==> config.mk <==
export PLATFORM = sky130hd
export DESIGN_NAME = dual_timer
export DESIGN_NICKNAME = d
export VERILOG_FILES = /design/src/rtl/tmr_pkg.sv /design/src/rtl/tmr_half.sv /design/src/rtl/tmr_regdec.sv /design/src/rtl/dual_timer.sv
export SDC_FILE = /design/constraint.sdc
export NUM_CORES = 1
export LEC_CHECK = 0
export BUFFER_PORTS_ARGS = -buffer_cell sky130_fd_sc_hd__buf_2
export CORE_ASPECT_RATIO = 0.8
export CORE_MARGIN = 2
export CORE_UTILIZATION = 25
export DETAILED_ROUTE_END_ITERATION = 16
export GPL_ROUTABILITY_DRIVEN = 0
export HOLD_SLACK_MARGIN = 0.06
export PLACE_DENSITY = 0.36
export SYNTH_ARGS = -nofsm -noshare
export SYNTH_HDL_FRONTEND = slang
export SYNTH_SLANG_ARGS = --single-unit
==> constraint.sdc <==
create_clock -name clk -period 3.7 [get_ports clk]
set_clock_uncertainty 0.1 [all_clocks]
set_input_delay 0.74 -clock clk [delete_from_list [all_inputs] [get_ports clk]]
set_output_delay 0.74 -clock clk [all_outputs]
set_load 0.05 [all_outputs]
==> src/rtl/tmr_pkg.sv <==
// Shared constants and types for the dual timer.
// Assumes byte addresses and a 32-bit register port.
package tmr_pkg;
    localparam int DATA_W = 32;

    // Enable-mode encoding of each half.
    typedef enum logic [1:0] {
        EN_OFF  = 2'd0,
        EN_ONCE = 2'd1,
        EN_LOOP = 2'd2,
        EN_RSVD = 2'd3
    } en_mode_e;

    // Register byte addresses.
    localparam int A_ID     = 'h00;
    localparam int A_CNT_LO = 'h10;
    localparam int A_PRD_LO = 'h18;
    localparam int A_CTRL   = 'h20;
    localparam int A_GCTL   = 'h24;

    // Timer-mode value that runs the halves as two unchained counters.
    localparam logic [1:0] TM_UNCHAINED = 2'd1;

    // Bit position of a half's enable-mode field in the control register.
    localparam int MODE_LSB_BASE = 6;
    localparam int MODE_LSB_STEP = 16;
endpackage

==> src/rtl/tmr_half.sv <==
// One counter half: count, period and enable-mode state, plus its event.
// Assumes the parent combines the release bit and the timer mode into 'run',
// and raises 'hold_clr' whenever the half is held in reset.
module tmr_half
    import tmr_pkg::*;
#(
    parameter int CNT_W = 32
) (
    input  logic             clk,
    input  logic             rst_n,
    input  logic             hold_clr,
    input  logic             run,
    input  logic             tick,
    input  logic             cnt_we,
    input  logic             prd_we,
    input  logic             mode_we,
    input  logic [CNT_W-1:0] wr_val,
    input  logic [1:0]       mode_wval,
    output logic [CNT_W-1:0] cnt,
    output logic [CNT_W-1:0] prd,
    output logic [1:0]       mode,
    output logic             evt
);
    logic active;
    logic at_top;
    logic hit;

    // Decide whether this cycle advances the counter and whether it wraps.
    always_comb begin
        active = run && tick && (mode == EN_ONCE || mode == EN_LOOP);
        at_top = (cnt == prd);
        hit    = active && at_top && !cnt_we;
    end

    // Counter: a held half is cleared, a software write wins, otherwise count or wrap.
    always_ff @(posedge clk) begin
        if (!rst_n)        cnt <= '0;
        else if (hold_clr) cnt <= '0;
        else if (cnt_we)   cnt <= wr_val;
        else if (active)   cnt <= at_top ? '0 : cnt + 1'b1;
    end

    // Period register: written only by software.
    always_ff @(posedge clk) begin
        if (!rst_n)      prd <= '0;
        else if (prd_we) prd <= wr_val;
    end

    // Enable mode: a software write wins, and a one-shot turns itself off on its event.
    always_ff @(posedge clk) begin
        if (!rst_n)                   mode <= EN_OFF;
        else if (mode_we)             mode <= mode_wval;
        else if (hit && mode == EN_ONCE) mode <= EN_OFF;
    end

    // Event: a one-cycle pulse, high in the cycle that follows the wrapping edge.
    always_ff @(posedge clk) begin
        if (!rst_n) evt <= 1'b0;
        else        evt <= hit;
    end
endmodule

==> src/rtl/tmr_regdec.sv <==
// Register decode: write strobes and the read multiplexer for the timer.
// Assumes an exact match on the full address; unmapped reads return 0.
module tmr_regdec
    import tmr_pkg::*;
#(
    parameter int          ADDR_W   = 8,
    parameter logic [31:0] ID_VALUE = 32'h7153_3232
) (
    input  logic [ADDR_W-1:0]          addr,
    input  logic                       we,
    input  logic [1:0][DATA_W-1:0]     cnt_rd,
    input  logic [1:0][DATA_W-1:0]     prd_rd,
    input  logic [DATA_W-1:0]          ctrl_rd,
    input  logic [DATA_W-1:0]          gctl_rd,
    output logic [1:0]                 we_cnt,
    output logic [1:0]                 we_prd,
    output logic                       we_ctrl,
    output logic                       we_gctl,
    output logic [DATA_W-1:0]          rdata
);
    // Write strobes, one per register.
    always_comb begin
        for (int i = 0; i < 2; i++) begin
            we_cnt[i] = we && (addr == ADDR_W'(A_CNT_LO + 4 * i));
            we_prd[i] = we && (addr == ADDR_W'(A_PRD_LO + 4 * i));
        end
        we_ctrl = we && (addr == ADDR_W'(A_CTRL));
        we_gctl = we && (addr == ADDR_W'(A_GCTL));
    end

    // Read multiplexer.
    always_comb begin
        rdata = '0;
        if (addr == ADDR_W'(A_ID))   rdata = ID_VALUE;
        if (addr == ADDR_W'(A_CTRL)) rdata = ctrl_rd;
        if (addr == ADDR_W'(A_GCTL)) rdata = gctl_rd;
        for (int i = 0; i < 2; i++) begin
            if (addr == ADDR_W'(A_CNT_LO + 4 * i)) rdata = cnt_rd[i];
            if (addr == ADDR_W'(A_PRD_LO + 4 * i)) rdata = prd_rd[i];
        end
    end
endmodule

==> src/rtl/dual_timer.sv <==
// Top level of the dual timer: global control, two counter halves, and register decode.
// Assumes 'tick' is already synchronous to clk; CNT_W must be between 2 and 32.
module dual_timer
    import tmr_pkg::*;
#(
    parameter int          CNT_W    = 32,
    parameter int          ADDR_W   = 8,
    parameter logic [31:0] ID_VALUE = 32'h7153_3232
) (
    input  logic              clk,
    input  logic              rst_n,
    input  logic              tick,
    input  logic [ADDR_W-1:0] bus_addr,
    input  logic              bus_we,
    input  logic [31:0]       bus_wdata,
    output logic [31:0]       bus_rdata,
    output logic              evt_lo,
    output logic              evt_hi
);
    localparam int GCTL_W = 4;

    logic [GCTL_W-1:0]          gctl_q;
    logic [1:0][CNT_W-1:0]      half_cnt;
    logic [1:0][CNT_W-1:0]      half_prd;
    logic [1:0][1:0]            half_mode;
    logic [1:0]                 half_evt;
    logic [1:0]                 we_cnt;
    logic [1:0]                 we_prd;
    logic                       we_ctrl;
    logic                       we_gctl;
    logic [1:0][DATA_W-1:0]     cnt_rd;
    logic [1:0][DATA_W-1:0]     prd_rd;
    logic [DATA_W-1:0]          ctrl_rd;
    logic [DATA_W-1:0]          gctl_rd;

    // Global control: timer mode in bits 3:2, per-half release in bits 1:0.
    always_ff @(posedge clk) begin
        if (!rst_n)       gctl_q <= '0;
        else if (we_gctl) gctl_q <= bus_wdata[GCTL_W-1:0];
    end

    for (genvar h = 0; h < 2; h++) begin : g_half
        localparam int MLSB = MODE_LSB_BASE + MODE_LSB_STEP * h;

        tmr_half #(.CNT_W(CNT_W)) u_half (
            .clk       (clk),
            .rst_n     (rst_n),
            .hold_clr  (!gctl_q[h]),
            .run       (gctl_q[h] && (gctl_q[3:2] == TM_UNCHAINED)),
            .tick      (tick),
            .cnt_we    (we_cnt[h]),
            .prd_we    (we_prd[h]),
            .mode_we   (we_ctrl),
            .wr_val    (bus_wdata[CNT_W-1:0]),
            .mode_wval (bus_wdata[MLSB+1:MLSB]),
            .cnt       (half_cnt[h]),
            .prd       (half_prd[h]),
            .mode      (half_mode[h]),
            .evt       (half_evt[h])
        );

        // Zero-extend this half's count and period for reads.
        always_comb begin
            cnt_rd[h] = '0;
            prd_rd[h] = '0;
            cnt_rd[h][CNT_W-1:0] = half_cnt[h];
            prd_rd[h][CNT_W-1:0] = half_prd[h];
        end
    end

    // Build the read views of the control and global control registers.
    always_comb begin
        ctrl_rd = '0;
        for (int h = 0; h < 2; h++)
            ctrl_rd[MODE_LSB_BASE + MODE_LSB_STEP * h +: 2] = half_mode[h];
        gctl_rd = '0;
        gctl_rd[GCTL_W-1:0] = gctl_q;
    end

    tmr_regdec #(.ADDR_W(ADDR_W), .ID_VALUE(ID_VALUE)) u_dec (
        .addr    (bus_addr),
        .we      (bus_we),
        .cnt_rd  (cnt_rd),
        .prd_rd  (prd_rd),
        .ctrl_rd (ctrl_rd),
        .gctl_rd (gctl_rd),
        .we_cnt  (we_cnt),
        .we_prd  (we_prd),
        .we_ctrl (we_ctrl),
        .we_gctl (we_gctl),
        .rdata   (bus_rdata)
    );

    assign evt_lo = half_evt[0];
    assign evt_hi = half_evt[1];
endmodule

### Yosys cells after proc, flatten, opt, wreduce, memory -nomap -nowiden

Cells that the tools add are included.

* register bits after elaboration: 138
* input port bits: 44

* add/sub/neg operators: 2
* equality and inequality tests: 13
* mux-type cells: 17
* reduce and logical (&&, ||, !) cells: 29

Operators by type and width (count)
* $mux 32: 10
* $mux 31: 3
* $add 32x1->32 const B: 2
* $eq 32x32->1: 2
* $eq 8x5->1 const B: 4
* $logic_and 1x1->1: 18
* $eq 8x6->1 const B: 2
* $logic_not 8->1: 1
* $mux 2: 4
* $reduce_bool 2->1: 4
* $eq 2x1->1 const B: 3
* $eq 2x2->1 const B: 2
* $reduce_and 2->1: 2
* $logic_not 1->1: 2
* $logic_or 1x1->1: 2

### Longest topological paths before layout

Gate-level depths: netlist of the first run.

* depth after elaboration: 9
* depth in mapped cells: 9

### Cells and area by module

From an unflattened synthesis of the first run, not the netlist that was laid out.

* cells, all modules: 1081
* area total of the unflattened synthesis: 9090.0 um2

By module, submodules not included
* tmr_half: times used 2, cells an instance 398, area each 3460.8 um2, seq. area each 1341.3 um2
* tmr_regdec: times used 1, cells an instance 267, area each 1985.7 um2, seq. area each 0.0 um2
* dual_timer: times used 1, cells an instance 18, area each 182.7 um2, seq. area each 80.1 um2

### Worst setup path after synthesis of the first run

OpenSTA, ideal clock, no wires.

* path type: input to output
* start: input port bus_addr[7]
* end: output port bus_rdata[26]
* arrival time: 2.753 ns
* data required time: 2.860 ns
* slack: 0.107 ns
* stages on the path: 7
* buffers on the path: 3
* path through: nor4b_4 > buf_2 > and4b_1 > buf_2 > buf_2 > a222oi_1 > a21oi_1

* cells in the longest elaborated chain, start to end: 7

Ends and longest elaborated chain
* start: declaration: line dual_timer.sv:13 `input logic [ADDR_W-1:0] bus_addr,`
* $eq 8x6->1: line tmr_regdec.sv:35 `if (addr == ADDR_W'(A_CTRL)) rdata = ctrl_rd;`
* $mux 31: line tmr_regdec.sv:35
* $mux 31: line tmr_regdec.sv:36 `if (addr == ADDR_W'(A_GCTL)) rdata = gctl_rd;`
* $mux 32: line tmr_regdec.sv:38 `if (addr == ADDR_W'(A_CNT_LO + 4 * i)) rdata = cnt_rd[i];`
* $mux 32: line tmr_regdec.sv:39 `if (addr == ADDR_W'(A_PRD_LO + 4 * i)) rdata = prd_rd[i];`
* $mux 32: line tmr_regdec.sv:38
* $mux 32 *: line tmr_regdec.sv:39
* end: declaration: line dual_timer.sv:16 `output logic [31:0] bus_rdata,`

Mark *: on every way between the ends. The rest lies on a longest branch, timed or not.

### Final worst setup path of the first run

* start: input port bus_addr[7]
* end: output port bus_rdata[11]

Same word-level chain as after synthesis.

==> metrics, run 1 <==
Net Count, Synth=1160; reg-to-reg endpoint=g_half[0].u_half.cnt[14]$_SDFFE_PN0P_; clock power share=55.3%; post-synthesis sequential area ratio=32.4%; Routed WL per cell=23.9 um; Hold EP=g_half[1].u_half.prd[7]$_SDFFE_PN0P_; Max Cap Viol=0; post-detail-place hpwl=29600 um; Netlist Area Pre-Place=8530 sq um; row count=60; R2R Setup Slk=0.84 ns; DR pass1 iterations=6; post-detailed-route DRC marker count=0; clock transition at the registers of the reported paths=0.06 ns; total grt overflow=0; Slew @ Worst Pin=0.973 ns; Synth area leader=dfxtp_1; Synth Instances=1112; CTS tree=done; RSZ-0062 raised after global routing=false; r2r worst-path depth=8; Arrival @ worst endpoint=2.67 ns; sequential power share=40.5%; WHS=0.383 ns; hold depth=2; Via density=5.24; Reg2Reg Launch Point=g_half[0].u_half.cnt[28]$_SDFFE_PN0P_; Synth top area share=32.4%; Seq cells post-synth=138; Lkg Pwr=3.42 nW; Net Sw Frac=22.9%; Nets=1214; ys async rst share=0%; Logic pwr share=4.2%; crit share post-route=95.0%; Slew HR=34.6%; Critical Path Fanout Max=14; top post-synthesis cells by area=dfxtp_1 32%, nand2_1 11%, xnor2_1 9.2%; Yosys Warn Count=0; postcts setup bufs=0; worst skew pair latency=0.45 ns; Die Span Y=169 um; Post-DRT Antenna Nets=0; largest net degree at the start of global routing=68; switching power=839 uW; CP required=2.86 ns; Overall Global Routing Usage=22.1%; die width=210 um; vias in the first global route=8062; io pins=78; drt initial violations=564; Layout area overhead=18.5%; share of cells above drive strength 1=15.8%; min cycle time layout=3.51 ns; Final Max Slew Viols=0; Total Wirelength=38500 um; Root Driver=clkbuf_16; number of setup violations in the final report=0; synth unique cells=66; fmax=285 MHz; TritonCTS Buffers=17; kind of critical path=input port to primary output; EDFF count, synth=0; Clock Tree Buf Depth=2; Fin Setup TNS=0 ns; IO Port Bufs=77; ys flop type=dfxtp_1; DR vias=8450; crit end category=primary output; initial antenna violation count=0; Initial Utilization=25.4%; Internal Power=2.83 mW; status=finished clean; H-tree Lvls=4; HP Start=g_half[1].u_half.prd[7]$_SDFFE_PN0P_; Hold Crit Class=register to register; Die Area=35600 sq um; ANT cells=0; Power Density=363 nW/um^2; Core Region=33600 sq um; Mapped Avg Cell Area=7.67 sq um; Hold Vio Cnt, Final=0; CP startpoint kind=input port; maximum vdd drop=0.178 mV; global-route wire length before repair=56700 um; CTS sink cnt=138
placed cells by master, fill, tap and decap left out, drive strengths merged, types with 18 or more instances in the layout:
cell and n:
dfxtp 138, clkbuf 20, a21boi 69, nor4 18, xnor2 90, nor2 55, o21ai 53, a21oi 36
xor2 22, nand2 254, buf 122, a31oi 27, nand3 56, nand4 32
sequential cells by signal, summed over array words and instances, names as in the netlist:
signal / count
g_half.u_half.cnt: 64
g_half.u_half.prd: 64
g_half.u_half.mode: 4
gctl_q: 4
g_half.u_half.evt: 2
how the worst max path moves through the flow:
| stage | endpoint | start | cells past startpoint |
|---|---|---|---|
| global route | bus_rdata[20] | bus_addr[2] | 10 |
| floorplan | bus_rdata[26] | bus_addr[7] | 7 |
| global placement | bus_rdata[22] | bus_addr[4] | 7 |
| CTS | bus_rdata[22] | bus_addr[4] | 7 |
| detailed placement | bus_rdata[22] | bus_addr[4] | 7 |
| finish | bus_rdata[11] | bus_addr[7] | 8 |
synthesized netlist by cell type (11+ instances only):
cell type,instances
a21boi_1,60
a21oi_1,36
a31oi_1,27
and3_1,14
buf_2,24
clkbuf_1,49
dfxtp_1,138
nand2_1,254
nand3_1,54
nand4_1,30
nor2_1,54
nor3_1,11
nor4_2,12
o21ai_0,32
o21ai_1,21
or3_1,12
xnor2_1,90
xor2_1,22
power groups by stage:
stage	combinational, mW	sequential, mW	clock (mW)
6_report	0.154	1.49	2.03
4_1_cts	0.156	1.49	2.07
3_3_place_gp	0.156	1.52	0
3_5_place_dp	0.156	1.52	0
2_1_floorplan	0.0506	1.52	0
5_1_grt	0.161	1.49	2.13
worst max-delay path: stages:
cell and delay [ns]:
buf_2 0.16, nor4b_4 0.34, buf_12 0.17, and4b_1 0.26
buf_4 0.25, a222oi_1 0.11, a21oi_1 0.31, buf_2 0.33
timing repair:
item	4_1_cts	5_1_grt
setup endpoints to repair	0	1
hold buffers	0	0
resized for setup	0	1
hold endpoints to repair	0	0
through the flow:
step	util (%)	instances	cell area (sq um)	power [mW]	setup WS [ns]
2_1_floorplan	-	1112	8530	1.57	0.107
3_3_place_gp	28.0	1581	9430	1.68	0.0454
3_5_place_dp	28.0	1581	9430	1.68	0.0899
4_1_cts	30.0	1613	10100	3.72	0.0811
5_1_grt	30.1	1613	10100	3.77	0.0488
6_report	30.1	1613	10100	3.67	0.186
metal layers:
metal,routed length [um],share of wire [%],track usage [%]
met1,19200,50,32.5
met4,454,1.2,4.78
met2,16600,43,33.4
met5,0,0,0
met3,2330,6.1,3.94
layout make-up:
cell class              count  area, sq um
fillers                  3662        23500
repair buffers            122          761
clock buffers              20          457
clock inverters            12          219
well taps                 434          543
inverters                   9         33.8
multi-input cells         878         5330
flip-flops and latches    138         2760
cell families (layout without fill, tap and decap cells):
| logic type | count (synthesis) | after routing | synth area share [%] |
|---|---|---|---|
| and+or+nand+nor | 505 | 505 | 29.8 |
| AOI/OAI and AO/OA | 253 | 253 | 20.2 |
| DFF | 138 | 138 | 32.4 |
| xor gates and xnor gates | 112 | 112 | 11.5 |
| buffers and inverters | 96 | 163 | 5.11 |
| adders and majority gates | 4 | 4 | 0.587 |
| muxes | 4 | 4 | 0.470 |
Power figures use the tool's default switching activity.
==> run 2: changes to the inputs <==
- RECOVER_POWER: unset -> 100
==> run 2 against run 1 <==
Compared with the run above: sequential cell count did not move; die area did not move; non-clock buffer count did not move; critical path depth did not move; largest power group unchanged; core utilization fell by 0.18 points; count of clock-buffer cells in the layout did not move; highest routed layer unchanged; via count fell by 0.77%; hold slack improved by 0.0059 ns; global-route usage did not move; sequential power barely moved; routed wire length rose by 0.13%.
==> metrics, run 2 (synthesis results as in run 1) <==
crit end category=primary output; share of cells above drive strength 1=14.3%; Final Max Slew Viols=0; postcts setup bufs=0; die width=210 um; CTS tree=done; CP required=2.86 ns; min cycle time layout=3.59 ns; largest net degree at the start of global routing=68; Hold EP=g_half[1].u_half.prd[0]$_SDFFE_PN0P_; fill count=3676; CP startpoint kind=input port; DP Area=9430 sq um; Root Driver=clkbuf_16; Fin Setup TNS=0 ns; Arrival @ worst endpoint=2.75 ns; Die Span Y=169 um; ANT cells=0; HP Start=g_half[1].u_half.prd[0]$_SDFFE_PN0P_; Via density=5.20; Core Region=33600 sq um; H-tree Lvls=4; fmax=279 MHz; biggest regs=g_half.u_half.cnt (64), g_half.u_half.prd (64); clock transition at the registers of the reported paths=0.07 ns; Worst path slowest cell=nor4b_4; Layout area overhead=17.8%; drt initial violations=598; Post-DRT Antenna Nets=0; crit-path cells=clkbuf_1 > nor4b_4 > buf_12 > and4b_1 > buf_4 > a222oi_1 > a21oi_1 > clkbuf_2; status=finished clean; Nets=1214; overall power=3.66 mW; DR vias=8385; Buf/Inv on CP=4; Finished Layout Cells=1613; io pins=78; kind of critical path=input port to primary output; post-detailed-route DRC marker count=0; Routed WL per cell=23.9 um; hold depth=2; R2R Setup Slk=0.24 ns; global-route wire length before repair=56700 um; RSZ-0062 raised after global routing=false; cell area after layout=10000 sq um; row count=60; Largest delay share family, worst path=buffers and inverters; vias in the first global route=8062; max incr delay on CP=0.37 ns; CTS sink cnt=138; Power Density=364 nW/um^2; Hold Vio Cnt, Final=0; number of setup violations in the final report=0; Slew @ Worst Pin=1.07 ns; Overall Global Routing Usage=22.1%; Total Wirelength=38600 um; Placed Instances=1581; Critical Path Fanout Max=14; post-detail-place hpwl=29600 um; Initial Utilization=25.4%; Max Cap Viol=0; Die Area=35600 sq um; maximum vdd drop=0.178 mV; final core utilization=29.9%; commonest non-fill, non-tap cell in the layout=nand2_1; Lkg Pwr=3.31 nW; total grt overflow=0; Slew HR=28.5%; reg-to-reg endpoint=g_half[0].u_half.cnt[14]$_SDFFE_PN0P_; TritonCTS Buffers=17; Clock Tree Buf Depth=2; crit share post-route=96.9%; initial antenna violation count=0; Hold Crit Class=register to register; commonest non-fill, non-tap cells in the layout=254 x nand2_1, 138 x dfxtp_1, 90 x xnor2_1, 61 x a21boi_0, 55 x nand3_1; worst skew pair latency=0.45 ns; Reg2Reg Launch Point=g_half[0].u_half.cnt[28]$_SDFFE_PN0P_; r2r worst-path depth=8; DR pass1 iterations=7; IO Port Bufs=77
## run 2: timing repair
action	in CTS	in global routing
resized for setup	0	1
hold buffers	0	0
endpoints found under the setup margin	0	1
## run 2: worst max path at each step
stage	slack, ns	start	depth (start not counted)	end
3_3_place_gp	0.05	bus_addr[4]	7	bus_rdata[22]
5_1_grt	0.03	bus_addr[2]	10	bus_rdata[20]
4_1_cts	0.08	bus_addr[4]	7	bus_rdata[22]
2_1_floorplan	0.11	bus_addr[7]	7	bus_rdata[26]
3_5_place_dp	0.09	bus_addr[4]	7	bus_rdata[22]
6_report	0.11	bus_addr[7]	8	bus_rdata[11]
## run 2: area by class of cell
class	count	area, sq um	share of cell area (%)
Multi-Input combinational cell	878	5320	52.9
Clock inverter	12	219	2.18
Timing Repair Buffer	122	713	7.10
Clock buffer	20	457	4.55
Tap cell	434	543	5.40
Sequential cell	138	2760	27.5
Inverter	9	33.8	0.336
## run 2: power by group
group / internal (mW) / leakage (nW) / switching [mW]
Clock: 1.30 / 0.326 / 0.725
Sequential: 1.49 / 1.11 / 0.00118
Combinational: 0.0443 / 1.88 / 0.106
## run 2: metrics by stage
step / hold slack [ns] / worst slack, ns
after global routing: 0.406 / 0.0294
after CTS: 0.383 / 0.0811
after global placement: 0.372 / 0.0454
after detailed placement: 0.374 / 0.0899
final: 0.389 / 0.114
after floorplan: 0.356 / 0.107
## run 2: layer usage
| layer | track usage (%) | part of all wire [%] | vias up |
|---|---|---|---|
| met2 | 33.4 | 43 | 229 |
| li1 | - | - | 4025 |
| met4 | 4.78 | 1.1 | 0 |
| met1 | 32.5 | 51 | 4106 |
| met5 | 0 | 0 | - |
| met3 | 3.94 | 4.7 | 25 |
## run 2: tightest hold or removal path, delay by kind of cell (launching register included)
family | cells | cell delay, ns
flip-flops | 1 | 0.33
AND/OR/NAND/NOR | 1 | 0.06
AO/OA/AOI/OAI | 1 | 0.05
